## src/rtl/fs_pkg.sv

```systemverilog
package fs_pkg;
  // Thermal comparison helpers, kept here so the rules live in one place.
  function automatic logic temp_at_or_above(input int unsigned t, input int unsigned lim);
    return t >= lim;
  endfunction

  function automatic logic temp_below(input int unsigned t, input int unsigned lim);
    return t < lim;
  endfunction

  // Width needed to hold values 0..n.
  function automatic int unsigned cnt_width(input int unsigned n);
    return (n < 2) ? 1 : $clog2(n + 1);
  endfunction
endpackage

```

## src/rtl/fs_oc_qualify.sv

```systemverilog
module fs_oc_qualify #(
  parameter int unsigned ASSERT_DLY  = 8,
  parameter int unsigned RELEASE_DLY = 4
) (
  input  logic clk,
  input  logic rst_n,
  input  logic oc_raw,
  output logic oc_q
);
  localparam int unsigned MAXD = (ASSERT_DLY > RELEASE_DLY) ? ASSERT_DLY : RELEASE_DLY;
  localparam int unsigned CW   = fs_pkg::cnt_width(MAXD);

  logic [CW-1:0] run_cnt;
  logic [CW-1:0] lim_m1;

  always_comb begin
    lim_m1 = oc_q ? CW'(RELEASE_DLY - 1) : CW'(ASSERT_DLY - 1);
  end

  always_ff @(posedge clk or negedge rst_n) begin
    if (!rst_n) begin
      oc_q    <= 1'b0;
      run_cnt <= '0;
    end else if (oc_raw != oc_q) begin
      if (run_cnt == lim_m1) begin
        oc_q    <= oc_raw;
        run_cnt <= '0;
      end else begin
        run_cnt <= run_cnt + 1'b1;
      end
    end else begin
      run_cnt <= '0;
    end
  end
endmodule

```

## src/rtl/fs_thermal.sv

```systemverilog
module fs_thermal #(
  parameter int unsigned TEMP_W = 8,
  parameter int unsigned TRIP_C = 165,
  parameter int unsigned HYST_C = 15
) (
  input  logic              clk,
  input  logic              rst_n,
  input  logic [TEMP_W-1:0] temp_code,
  output logic              therm_hot
);
  localparam int unsigned REL_C = TRIP_C - HYST_C;

  logic trip_now;
  logic cool_now;

  always_comb begin
    trip_now = fs_pkg::temp_at_or_above(int'(temp_code), TRIP_C);
    cool_now = fs_pkg::temp_below(int'(temp_code), REL_C);
  end

  always_ff @(posedge clk or negedge rst_n) begin
    if (!rst_n)                   therm_hot <= 1'b0;
    else if (!therm_hot && trip_now) therm_hot <= 1'b1;
    else if (therm_hot && cool_now)  therm_hot <= 1'b0;
  end
endmodule

```

## src/rtl/fs_off_timer.sv

```systemverilog
module fs_off_timer #(
  parameter int unsigned OFF_CYC = 64
) (
  input  logic clk,
  input  logic rst_n,
  input  logic oc_q,
  output logic off_active
);
  localparam int unsigned CW = fs_pkg::cnt_width(OFF_CYC);

  logic [CW-1:0] off_cnt;

  always_ff @(posedge clk or negedge rst_n) begin
    if (!rst_n)              off_cnt <= '0;
    else if (oc_q)           off_cnt <= CW'(OFF_CYC);
    else if (off_cnt != '0)  off_cnt <= off_cnt - 1'b1;
  end

  assign off_active = (off_cnt != '0);
endmodule

```

## src/rtl/fault_supervisor.sv

```systemverilog
module fault_supervisor #(
  parameter int unsigned TEMP_W      = 8,
  parameter int unsigned TRIP_C      = 165,
  parameter int unsigned HYST_C      = 15,
  parameter int unsigned ASSERT_DLY  = 8,
  parameter int unsigned RELEASE_DLY = 4,
  parameter int unsigned OFF_CYC     = 64
) (
  input  logic              clk,
  input  logic              rst_n,
  input  logic              oc_raw,
  input  logic [TEMP_W-1:0] temp_code,
  input  logic              peer_fault_n,
  output logic              fault_n,
  output logic              bridge_off
);
  // Internal events, named so the checker can observe them.
  logic oc_q;
  logic therm_hot;
  logic off_active;

  fs_oc_qualify #(.ASSERT_DLY(ASSERT_DLY), .RELEASE_DLY(RELEASE_DLY)) u_ocq (
    .clk(clk), .rst_n(rst_n), .oc_raw(oc_raw), .oc_q(oc_q));

  fs_thermal #(.TEMP_W(TEMP_W), .TRIP_C(TRIP_C), .HYST_C(HYST_C)) u_therm (
    .clk(clk), .rst_n(rst_n), .temp_code(temp_code), .therm_hot(therm_hot));

  fs_off_timer #(.OFF_CYC(OFF_CYC)) u_off (
    .clk(clk), .rst_n(rst_n), .oc_q(oc_q), .off_active(off_active));

  assign fault_n    = ~(oc_q | therm_hot);
  assign bridge_off = oc_q | off_active | therm_hot | ~peer_fault_n;
endmodule

```

## config.mk

```make
export PLATFORM = sky130hd
export DESIGN_NAME = fault_supervisor
export DESIGN_NICKNAME = d
export VERILOG_FILES = /design/src/rtl/fs_pkg.sv /design/src/rtl/fs_oc_qualify.sv /design/src/rtl/fs_thermal.sv /design/src/rtl/fs_off_timer.sv /design/src/rtl/fault_supervisor.sv
export SDC_FILE = /design/constraint.sdc
export NUM_CORES = 1
export LEC_CHECK = 0
export ABC_AREA = 1
export BUFFER_PORTS_ARGS = -buffer_cell sky130_fd_sc_hd__buf_2
export CORE_AREA = 5 5 52 54
export DETAILED_ROUTE_END_ITERATION = 10
export DIE_AREA = 0 0 57 59
export PLACE_DENSITY = 0.52
export SKIP_CTS_REPAIR_TIMING = 1
export SLEW_MARGIN = 20
export SYNTH_ARGS = -nofsm -noshare
export SYNTH_HDL_FRONTEND = slang
export SYNTH_SLANG_ARGS = --single-unit
```

## constraint.sdc

```tcl
create_clock -name clk -period 2.4 [get_ports clk]
set_input_delay 0.36 -clock clk [delete_from_list [all_inputs] [get_ports clk]]
set_output_delay 0.36 -clock clk [all_outputs]
set_load 0.01 [all_outputs]
```

### After elaboration in Yosys (flattened, before gate mapping)

Index checks and enable logic that the tools add are counted.

* add/sub/neg operators: 2
* magnitude comparators: 2
* equality and inequality tests: 2
* muxes and demuxes: 7
* bitwise logic cells: 6
* reduce and logical (&&, ||, !) cells: 7

Operators by type and width (number)
* 2-to-1 mux 7 bit: 2
* >= comparator 8 bit (second input constant): 1
* < comparator 8 bit (second input constant): 1
* 2-to-1 mux 4 bit: 2
* nonzero test 7 bit: 1
* subtractor 7 x 1 -> 7 bit (second input constant): 1
* adder 4 x 1 -> 4 bit (second input constant): 1
* == test 4 bit: 1
* OR 1 bit: 4
* nonzero test 2 bit: 2
* 2-to-1 mux 3 bit: 1
* logical AND 1 bit: 2
* 2-to-1 mux 1 bit: 2
* NOT 1 bit: 2
* AND reduction 2 bit: 1
* logical NOT 1 bit: 1
* inequality test 1 bit: 1

* register bits after elaboration: 13
* input bits: 12
* output and inout port bits: 2
* word-level logic and storage cells: 30

### Depth between registers and ports, before layout

Gate-level depths: netlist of the first run.

* depth in word-level cells: 4
* gate-level depth with buffers: 7
* mapped depth without buffers: 7

### Modules after synthesis

Synthesis of the first run repeated with hierarchy kept, for this count alone.

* cells, all modules: 100
* area, all modules: 757.0 um2

Modules (own cells, without submodules)
* fs_off_timer: instances 1, cells each 52, area an instance 415.4 um2, sequential area each 175.2 um2
* fs_oc_qualify: instances 1, cells each 28, area an instance 241.5 um2, sequential area each 125.1 um2
* fs_thermal: instances 1, cells each 16, area an instance 82.6 um2, sequential area each 25.0 um2
* fault_supervisor: instances 1, cells each 4, area an instance 17.5 um2, sequential area each 0.0 um2

### Worst setup path after synthesis of the first run

No wires, ideal clock.

* kind: reg-to-output
* from: register u_off.off_cnt[0]
* to: output port bridge_off
* data arrival time: 1089 ps
* required time: 2040 ps
* setup slack: 951 ps
* cell stages (with the launch flop): 6
* buffers on the path: 0
* path through: dfrtp_1 > inv_1 > ha_1 > nand3_2 > nor2_2 > nand3_1

* word-level cells in the longest chain between the ends: 4

Ends and longest elaborated chain
* start: declaration: line fs_off_timer.sv:11 `logic [CW-1:0] off_cnt;`
* start signal: assignment: line fs_off_timer.sv:15 `else if (oc_q) off_cnt <= CW'(OFF_CYC);`
* start signal: assignment: line fs_off_timer.sv:16 `else if (off_cnt != '0) off_cnt <= off_cnt - 1'b1;`
* nonzero test 7 bit: line fs_off_timer.sv:19 `assign off_active = (off_cnt != '0);`
* OR 1 bit (3 in series): line fault_supervisor.sv:32 `assign bridge_off = oc_q | off_active | therm_hot | ~peer_fault_n;`
* end: declaration: line fault_supervisor.sv:15 `output logic bridge_off`

No other way between the ends.

### Worst setup path after layout of the first run

Same ends and word-level chain as after synthesis.

==> results of run 1 <==
cell usage in the layout, fill, tap and decap left out, types with 2 or more instances in the layout:
cell	n
dfrtp_1	13
nand3_1	7
inv_1	9
buf_2	13
ha_1	2
nand2_1	22
a21oi_1	5
xor2_1	2
clkbuf_4	3
inv_2	3
nor2_2	2
nand2_2	4
nor2_1	9
o21ai_2	2
final cells by class:
class,count,area (sq um),area share
inverters,12,45.04,0.05349
well taps,28,35.03,0.04160
multi-input cells,64,335.3,0.3982
flip-flops and latches,13,325.3,0.3863
clock buffers,4,26.28,0.03120
repair buffers,14,75.07,0.08915
worst paths after layout:
check | end | slack, ns | depth (start not counted)
max in group asynchronous | u_ocq.run_cnt[2]$_DFF_PN0_ | 1.69 | 2
setup / recovery | bridge_off | 0.47 | 6
setup reg to reg | u_off.off_cnt[0]$_DFFE_PN0P_ | 1.03 | 7
min in group asynchronous | u_off.off_cnt[1]$_DFFE_PN0P_ | 0.48 | 2
hold reg to reg | u_ocq.run_cnt[0]$_DFF_PN0_ | 0.47 | 1
hold / removal | u_therm.therm_hot$_DFFE_PN0P_ | 0.27 | 3
layer usage:
metal / up-vias / part of all wire / wire length, microns
met1: 266 / 0.50 / 688
met5: - / 0 / 0
met2: 15 / 0.43 / 592
met4: 0 / 0.031 / 42
li1: 320 / - / -
met3: 4 / 0.039 / 53
sequential cells by signal, summed over array words and instances (netlist names):
signal and count:
u_ocq.run_cnt 4, u_therm.therm_hot 1, u_off.off_cnt 7, u_ocq.oc_q 1
worst max-delay path, stage by stage, from the launching register on:
cell	delay (ns)
dfrtp_1	0.38
inv_1	0.16
ha_1	0.23
nand3_2	0.11
nor2_2	0.18
nand3_1	0.08
buf_2	0.14
power breakdown:
part	leakage, nW	switching (mW)	total (mW)	internal (mW)
registers	0.165	0.0701	0.365	0.295
clock network	0.0150	0.0752	0.140	0.0645
logic	0.256	0.243	0.399	0.156
total	0.436	0.388	0.904	0.516
cells by family (layout without fill, tap and decap cells):
| group | Yosys count | in the layout |
|---|---|---|
| AND/OR/NAND/NOR | 49 | 49 |
| flip-flops | 13 | 13 |
| buffers and inverters | 13 | 30 |
| AO/OA/AOI/OAI | 10 | 10 |
| XOR/XNOR | 3 | 3 |
| adder cells (fa/ha/maj) | 2 | 2 |
==> impl_metrics.yaml, run 1 <==
sta:
  relSlewSlack: 0.8076
  drv_slew: 0
  setup_slack_ns: 0.4740
  hold_ws_ns: 0.2683
  hold_viol_final: 0
  fin_crit_sh: 0.8025
  clock.fmax_ghz: 0.5192
  tightest_slew_ns: 0.2886
  setup-tns-final_ns: 0
  fin_skew_ns: 0.007414
  finalCriticalPeriod_ns: 1.926
  finalSetupViolCount: 0
  rsz0062_at_grt: "false"
pwr:
  power_density_mw_per_mm2: 1073
  vdd_ir_drop_max_mv: 0.5054
  p_leak_nw: 0.4357
  p_total_mw: 0.9038
synthesis:
  synth_xor_area_frac: 0.03665
  muxShareOfSynthArea: 0
  synth_top_family_by_area: "simple AND/OR/NAND/NOR gates"
  synth_adder_area_share: 0.03490
  syn_nets: 104
  yosysUniqueCellTypes: 22
  ys_top_cells_by_area: "dfrtp_1 (45%), nand2_1 (12%), nand3_1 (4.9%)"
  ys.warnings.count: 0
  synthesis.area_sq_um: 716.9
  synth-compound-area-share: 0.08377
  synth_edf_count: 0
  yosys.area_share.simple: 0.3124
  synth_top_area_share: 0.4538
  avgSynthCellArea_sq_um: 7.966
  synth_commonest_cells: "nand2_1 (22), dfrtp_1 (13), inv_1 (9), nor2_1 (9), nand3_1 (7)"
  ys.flop_type: "dfrtp_1"
  postSynth.asyncResetShare: 1.000
  ys_seq_area_frac: 0.4538
  synthMostInstantiatedCell: "nand2_1"
  syn_inst: 90
  ys_ff_latch: 13
  synth_top_cell_by_area: "dfrtp_1"
outcome:
  status: "completed"
cells_and_area:
  area_growth_pct: 17.45
  fin_cells: 135
  diodes: 0
  fillers: 249
  fin_area_sq_um: 842.1
  finalNetCount: 122
  post-route-util: 0.3881
  drive_above_1_share: 0.2617
floorplanning:
  io_pins: 14
  start_util: 0.3304
  core_sq_mm: 0.002170
  row_count: 17
  fp.dieW_microns: 57
  die_h_microns: 59
  dieArea_sq_mm: 0.003363
routing:
  routed_wl_mm: 1.375
  wire_per_inst_microns: 10.19
  vias: 605
  firstDrtPassIters: 4
  drc: 0
  viasPerCell: 4.481
  ant_nets: 0
  drt_iter0_markers: 6
place:
  pre_cts_slack_ns: 0.7798
  port_buffers: 13
  dpl.hpwl_mm: 1.086
  placed_cell_area_sq_um: 805.8
  place_inst: 130
  globalplace.congestion: 0.8432
global_route:
  antenna_found_initial: 0
  overflow: 0
  use_met3: 0.008715
  grt_first_pass_wirelength_mm: 2.456
  grtUsageTotal: 0.09315
  grt_use_met2: 0.1403
  grt-busiest-layer: "met2"
  grt_max_degree: 14
  grt_pass1_vias: 596
  met1_usage: 0.1235
clocking:
  clk_pin_slew_ns: 0.09
  clk_path_buf_depth: 2
  h-tree-depth: 1
  cts_tree: "built"
  cts_made_buffers: 3
  clock_latency_ns: 0.28
  root_buffer: "clkbuf_4"
  clock-sinks: 13
setup_path:
  critPathCaptureType: "output port"
  path_class: "flip-flop to output port"
  startpoint_type: "flip-flop"
  cp.required_ns: 2.04
  crit_fanout: 6
  r2r-start: "u_off.off_cnt[0]$_DFFE_PN0P_"
  arrival_ns: 1.57
  crit_path_start: "u_off.off_cnt[0]$_DFFE_PN0P_"
min_path:
  min-delay-start: "temp_code[7]"
  hold_path.class: "primary input to flip-flop"
run:
  maxCapViolations: 0
Note: power is estimated with default switching activity, not from simulation.
==> inputs of run 2 (changes only) <==
--- a/config.mk
+++ b/config.mk
@@ -5,7 +5,7 @@
 export SDC_FILE = /design/constraint.sdc
 export NUM_CORES = 1
 export LEC_CHECK = 0
-export ABC_AREA = 1
+export ABC_AREA = 0
 export BUFFER_PORTS_ARGS = -buffer_cell sky130_fd_sc_hd__buf_2
 export CORE_AREA = 5 5 52 54
 export DETAILED_ROUTE_END_ITERATION = 10
==> constraint.sdc (replaced) <==
create_clock -name clk -period 2 [get_ports clk]
set_input_delay 0.3 -clock clk [delete_from_list [all_inputs] [get_ports clk]]
set_output_delay 0.3 -clock clk [all_outputs]
set_load 0.01 [all_outputs]
==> impl_metrics.yaml, run 2 <==
sta:
  relSlewSlack: 0.7258
  setup_slack_ns: 0.1540
  fin_skew_ns: 0.003391
  setup-tns-final_ns: 0
  fin_crit_sh: 0.9230
  hold_viol_final: 0
  drv_slew: 0
  tightest_slew_ns: 0.4113
  clock.fmax_ghz: 0.5417
  rsz0062_at_grt: "false"
  hold_ws_ns: 0.2246
  finalSetupViolCount: 0
  finalCriticalPeriod_ns: 1.846
routing:
  wire_per_inst_microns: 12.66
  drc: 0
  viasPerCell: 5.073
  dr_wl_met3_microns: 47
  drt_iter0_markers: 11
  routed_wl_mm: 1.557
  ant_nets: 0
  firstDrtPassIters: 4
  vias: 624
  top_layer_used: "met4"
  route.met2.wl_microns: 772
  wl_met1_microns: 711
pwr:
  p_leak_nw: 0.3880
  power_density_mw_per_mm2: 1089
  vdd_ir_drop_max_mv: 0.4027
setup_path:
  startpoint_type: "flip-flop"
  path_delay_family: "simple AND/OR/NAND/NOR gates"
  arrival_ns: 2.01
  cp.required_ns: 2.17
  path_class: "flip-flop to flip-flop"
  path_buf_inv: 1
  critPathCaptureType: "flip-flop"
  slowest_delay_ns: 0.51
  crit_fanout: 5
  slowest_stage: "or3b_2"
  crit_chain: "inv_1, ha_1, or3b_2, o21ai_1, mux2_2"
place:
  globalplace.congestion: 0.7164
  pre_cts_slack_ns: 0.1583
  port_buffers: 13
  dpl.hpwl_mm: 1.199
floorplanning:
  row_count: 17
  io_pins: 14
  die_h_microns: 59
  dieArea_sq_mm: 0.003363
  start_util: 0.3368
  core_sq_mm: 0.002170
  fp.dieW_microns: 57
cells_and_area:
  finalNetCount: 110
  diodes: 0
  drive_above_1_share: 0.2737
  largest_register: "u_off.off_cnt"
  area_growth_pct: 20.38
  largest_registers: "u_off.off_cnt: 7 flops, u_ocq.run_cnt: 4 flops"
  largest_reg_flops: 7
  final_cell_mix: "buf_2 (13), dfrtp_1 (13), a21oi_1 (8)"
min_path:
  hold_path.class: "primary input to flip-flop"
global_route:
  grt_pass1_vias: 610
  grt_max_degree: 14
  grtUsageTotal: 0.1032
  grt_first_pass_wirelength_mm: 2.677
  antenna_found_initial: 0
  overflow: 0
run:
  maxCapViolations: 0
synthesis:
  ys.flop_type: "dfrtp_1"
  ys_ff_latch: 13
  synth_edf_count: 0
  ys.warnings.count: 0
  postSynth.asyncResetShare: 1.000
  avgSynthCellArea_sq_um: 9.490
  ys_top_cells_by_area: "dfrtp_1 (45%), a21oi_1 (5.5%), ha_1 (3.4%)"
  synth_commonest_cells: "dfrtp_1 (13), a21oi_1 (8), inv_1 (6), nor2_1 (6), nor3_1 (5)"
  syn_inst: 77
  synth_top_area_share: 0.4452
  syn_nets: 91
  synthesis.area_sq_um: 730.7
  synthMostInstantiatedCell: "dfrtp_1"
  synth_top_cell_by_area: "dfrtp_1"
  yosysUniqueCellTypes: 33
  ys_seq_area_frac: 0.4452
clocking:
  clk_pin_slew_ns: 0.08
  clock_latency_ns: 0.28
  cts_made_buffers: 3
  cts_tree: "built"
  root_buffer: "clkbuf_4"
  clk_path_buf_depth: 2
  clock-sinks: 13
  h-tree-depth: 1
outcome:
  status: "completed"
run 2: cell types whose count changed in the layout (fill, tap and decap cells not counted), sizes merged, moves of 3 or more:
cell | previous run | this run
nor3 | 1 | 5
nand3 | 8 | 1
a21oi | 5 | 8
inv | 12 | 6
o22ai | 0 | 3
o21ai | 4 | 1
nand2 | 26 | 2
nor2 | 11 | 6
run 2: stage by stage:
| step | power (mW) | std cells | utilization | cell area (sq um) |
|---|---|---|---|---|
| 6_report | 0.9579 | 123 | 0.4054 | 879.6 |
| 5_1_grt | 1.050 | 123 | 0.4054 | 879.6 |
| 4_1_cts | 0.9688 | 122 | 0.3985 | 864.6 |
| 3_5_place_dp | 0.7942 | 118 | 0.3858 | 837.1 |
| 3_3_place_gp | 0.7880 | 118 | 0.3858 | 837.1 |
| 2_1_floorplan | 0.6694 | 77 | - | 730.7 |
run 2: layout make-up:
class                   count  area, sq um
flip-flops and latches     13        325.3
clock inverters             1        5.005
multi-input cells          56        379.1
clock buffers               3        22.52
repair buffers             16        90.09
well taps                  28        35.03
inverters                   6        22.52
fillers                   232         1290
run 2: logic make-up after synthesis:
group / after synthesis / share of synthesized area
compound gates: 24 / 0.2158
xor+xnor: 2 / 0.02398
fa+ha+maj: 2 / 0.03424
buf+inv: 8 / 0.04279
flops: 13 / 0.4452
mux: 2 / 0.02911
simple gates: 26 / 0.2089
run 2: path summary, 6_finish.rpt:
check | startpoint | endpoint | slack [ns] | depth (start not counted)
worst max register to register | u_off.off_cnt[0]$_DFFE_PN0P_ | u_off.off_cnt[3]$_DFFE_PN0P_ | 0.15 | 5
worst max-delay path | u_off.off_cnt[0]$_DFFE_PN0P_ | u_off.off_cnt[3]$_DFFE_PN0P_ | 0.15 | 5
worst min-delay path | temp_code[7] | u_therm.therm_hot$_DFFE_PN0P_ | 0.22 | 2
max in group asynchronous | rst_n | u_off.off_cnt[3]$_DFFE_PN0P_ | 1.35 | 2
min in group asynchronous | rst_n | u_off.off_cnt[5]$_DFFE_PN0P_ | 0.43 | 2
worst min register to register | u_ocq.run_cnt[0]$_DFF_PN0_ | u_ocq.run_cnt[0]$_DFF_PN0_ | 0.47 | 1
run 2: power breakdown:
group	internal (mW)	switching [mW]	total, mW
Clock	0.0742	0.0906	0.165
Sequential	0.338	0.0939	0.432
Combinational	0.187	0.175	0.362
run 2: routing by layer:
metal,up-vias,GRT usage
met5,-,0
met4,0,0.03974
met3,4,0.03486
met2,5,0.1811
met1,298,0.1157
li1,317,-
run 2: worst register-to-register path, stage by stage, from the launching register on:
cell and delay [ns]:
dfrtp_1 0.42, inv_1 0.10, ha_1 0.20, or3b_2 0.51, o21ai_1 0.17, mux2_2 0.34
==> inputs of run 3 (changes only) <==
--- a/config.mk
+++ b/config.mk
@@ -10,7 +10,7 @@
 export CORE_AREA = 5 5 52 54
 export DETAILED_ROUTE_END_ITERATION = 10
 export DIE_AREA = 0 0 57 59
-export PLACE_DENSITY = 0.52
+export PLACE_DENSITY = 0.57
 export SKIP_CTS_REPAIR_TIMING = 1
 export SLEW_MARGIN = 20
 export SYNTH_ARGS = -nofsm -noshare
==> impl_metrics.yaml, run 3 (synthesis gave the netlist of run 2 again) <==
outcome:
  status: "completed"
floorplanning:
  die_h_microns: 59
  dieArea_sq_mm: 0.003363
  fp.dieW_microns: 57
  start_util: 0.3368
  row_count: 17
  io_pins: 14
  core_sq_mm: 0.002170
global_route:
  use_met3: 0.04139
  antenna_found_initial: 0
  grt_max_degree: 14
  grt_pass1_vias: 635
  grtUsageTotal: 0.1041
  grt_use_met2: 0.1794
  grt_first_pass_wirelength_mm: 2.732
  overflow: 0
  met1_usage: 0.1154
  grt-busiest-layer: "met2"
sta:
  fin_crit_sh: 0.9167
  drv_slew: 0
  finalSetupViolCount: 0
  hold_viol_final: 0
  clock.fmax_ghz: 0.5455
  relSlewSlack: 0.7171
  finalCriticalPeriod_ns: 1.833
  rsz0062_at_grt: "false"
  fin_skew_ns: 0.002924
  tightest_slew_ns: 0.4243
  hold_ws_ns: 0.2226
  setup-tns-final_ns: 0
  setup_slack_ns: 0.1667
setup_path:
  slowest_stage: "or3b_2"
  cp.required_ns: 2.17
  critPathCaptureType: "flip-flop"
  arrival_ns: 2.00
  slowest_delay_ns: 0.51
  path_class: "flip-flop to flip-flop"
  crit_fanout: 5
  path_delay_family: "simple AND/OR/NAND/NOR gates"
  path_buf_inv: 1
  startpoint_type: "flip-flop"
  crit_chain: "inv_1, ha_1, or3b_2, o21ai_1, mux2_2"
run:
  maxCapViolations: 0
cells_and_area:
  multi_input_area_sq_um: 379.1
  largest_reg_flops: 7
  area_growth_pct: 20.21
  finalNetCount: 110
  drive_above_1_share: 0.2632
  largest_registers: "u_off.off_cnt: 7 flops, u_ocq.run_cnt: 4 flops"
  final_cell_mix: "buf_2 (13), dfrtp_1 (13), a21oi_1 (8)"
  fillers: 231
  post-route-util: 0.4048
  fin_cells: 123
  seqCellArea_sq_um: 325.3
  largest_register: "u_off.off_cnt"
  diodes: 0
place:
  globalplace.congestion: 0.7466
  pre_cts_slack_ns: 0.1899
  place_inst: 118
  port_buffers: 13
  dpl.hpwl_mm: 1.167
routing:
  ant_nets: 0
  firstDrtPassIters: 4
  wire_per_inst_microns: 13.00
  viasPerCell: 5.195
  vias: 639
  routed_wl_mm: 1.599
  drt_iter0_markers: 8
  drc: 0
pwr:
  internal-power_mw: 0.6036
  combPwrFrac: 0.378
  clkPwrFrac: 0.173
  vdd_ir_drop_max_mv: 0.4482
  switching_share: 0.3757
  switchingPower_mw: 0.3632
  seqPwrFrac: 0.449
  p_leak_nw: 0.3853
  power_density_mw_per_mm2: 1101
clocking:
  clk_path_buf_depth: 2
  cts_tree: "built"
  h-tree-depth: 1
  root_buffer: "clkbuf_4"
  cts_made_buffers: 3
  clock_latency_ns: 0.28
  clk_pin_slew_ns: 0.08
  clock-sinks: 13
min_path:
  hold_path.class: "primary input to flip-flop"
==> run 3: worst paths after layout <==
kind | from | endpoint | slack [ns] | cells past startpoint
min in group asynchronous | rst_n | u_off.off_cnt[5]$_DFFE_PN0P_ | 0.43 | 2
setup / recovery | u_off.off_cnt[0]$_DFFE_PN0P_ | u_off.off_cnt[3]$_DFFE_PN0P_ | 0.17 | 5
max in group asynchronous | rst_n | u_off.off_cnt[4]$_DFFE_PN0P_ | 1.34 | 2
hold / removal | temp_code[7] | u_therm.therm_hot$_DFFE_PN0P_ | 0.22 | 2
setup reg to reg | u_off.off_cnt[0]$_DFFE_PN0P_ | u_off.off_cnt[3]$_DFFE_PN0P_ | 0.17 | 5
hold reg to reg | u_ocq.run_cnt[0]$_DFF_PN0_ | u_ocq.run_cnt[0]$_DFF_PN0_ | 0.47 | 1
==> run 3: metrics by stage <==
step,area [sq um],power (mW)
4_1_cts,863.3,0.9677
5_1_grt,878.3,1.049
3_3_place_gp,837.1,0.7878
3_5_place_dp,837.1,0.7927
2_1_floorplan,730.7,0.6694
6_report,878.3,0.9669
==> run 3: layout make-up <==
cell class                      instances  share of cell area
Clock buffer                            4             0.02991
Timing Repair Buffer                   16              0.1026
Sequential cell                        13              0.3704
Multi-Input combinational cell         56              0.4316
Tap cell                               28             0.03989
Inverter                                6             0.02564
==> run 3: worst register-to-register path, stage by stage, from the launching register on <==
cell and delay [ns]:
dfrtp_1 0.43, inv_1 0.10, ha_1 0.20, or3b_2 0.51
o21ai_1 0.15, mux2_2 0.34
==> run 3: layer usage <==
layer,share of wire,vias to the layer above,wire length [microns]
li1,-,318,-
met1,0.42,308,675
met2,0.52,10,830
met3,0.046,3,74
met4,0.012,0,19
met5,0,-,0
==> run 3: power groups by stage <==
stage,Sequential [mW],Combinational [mW],Clock [mW]
floorplan,0.409,0.260,0
global placement,0.427,0.360,0
detailed placement,0.434,0.359,0
CTS,0.428,0.365,0.175
global route,0.447,0.411,0.190
finish,0.434,0.366,0.167
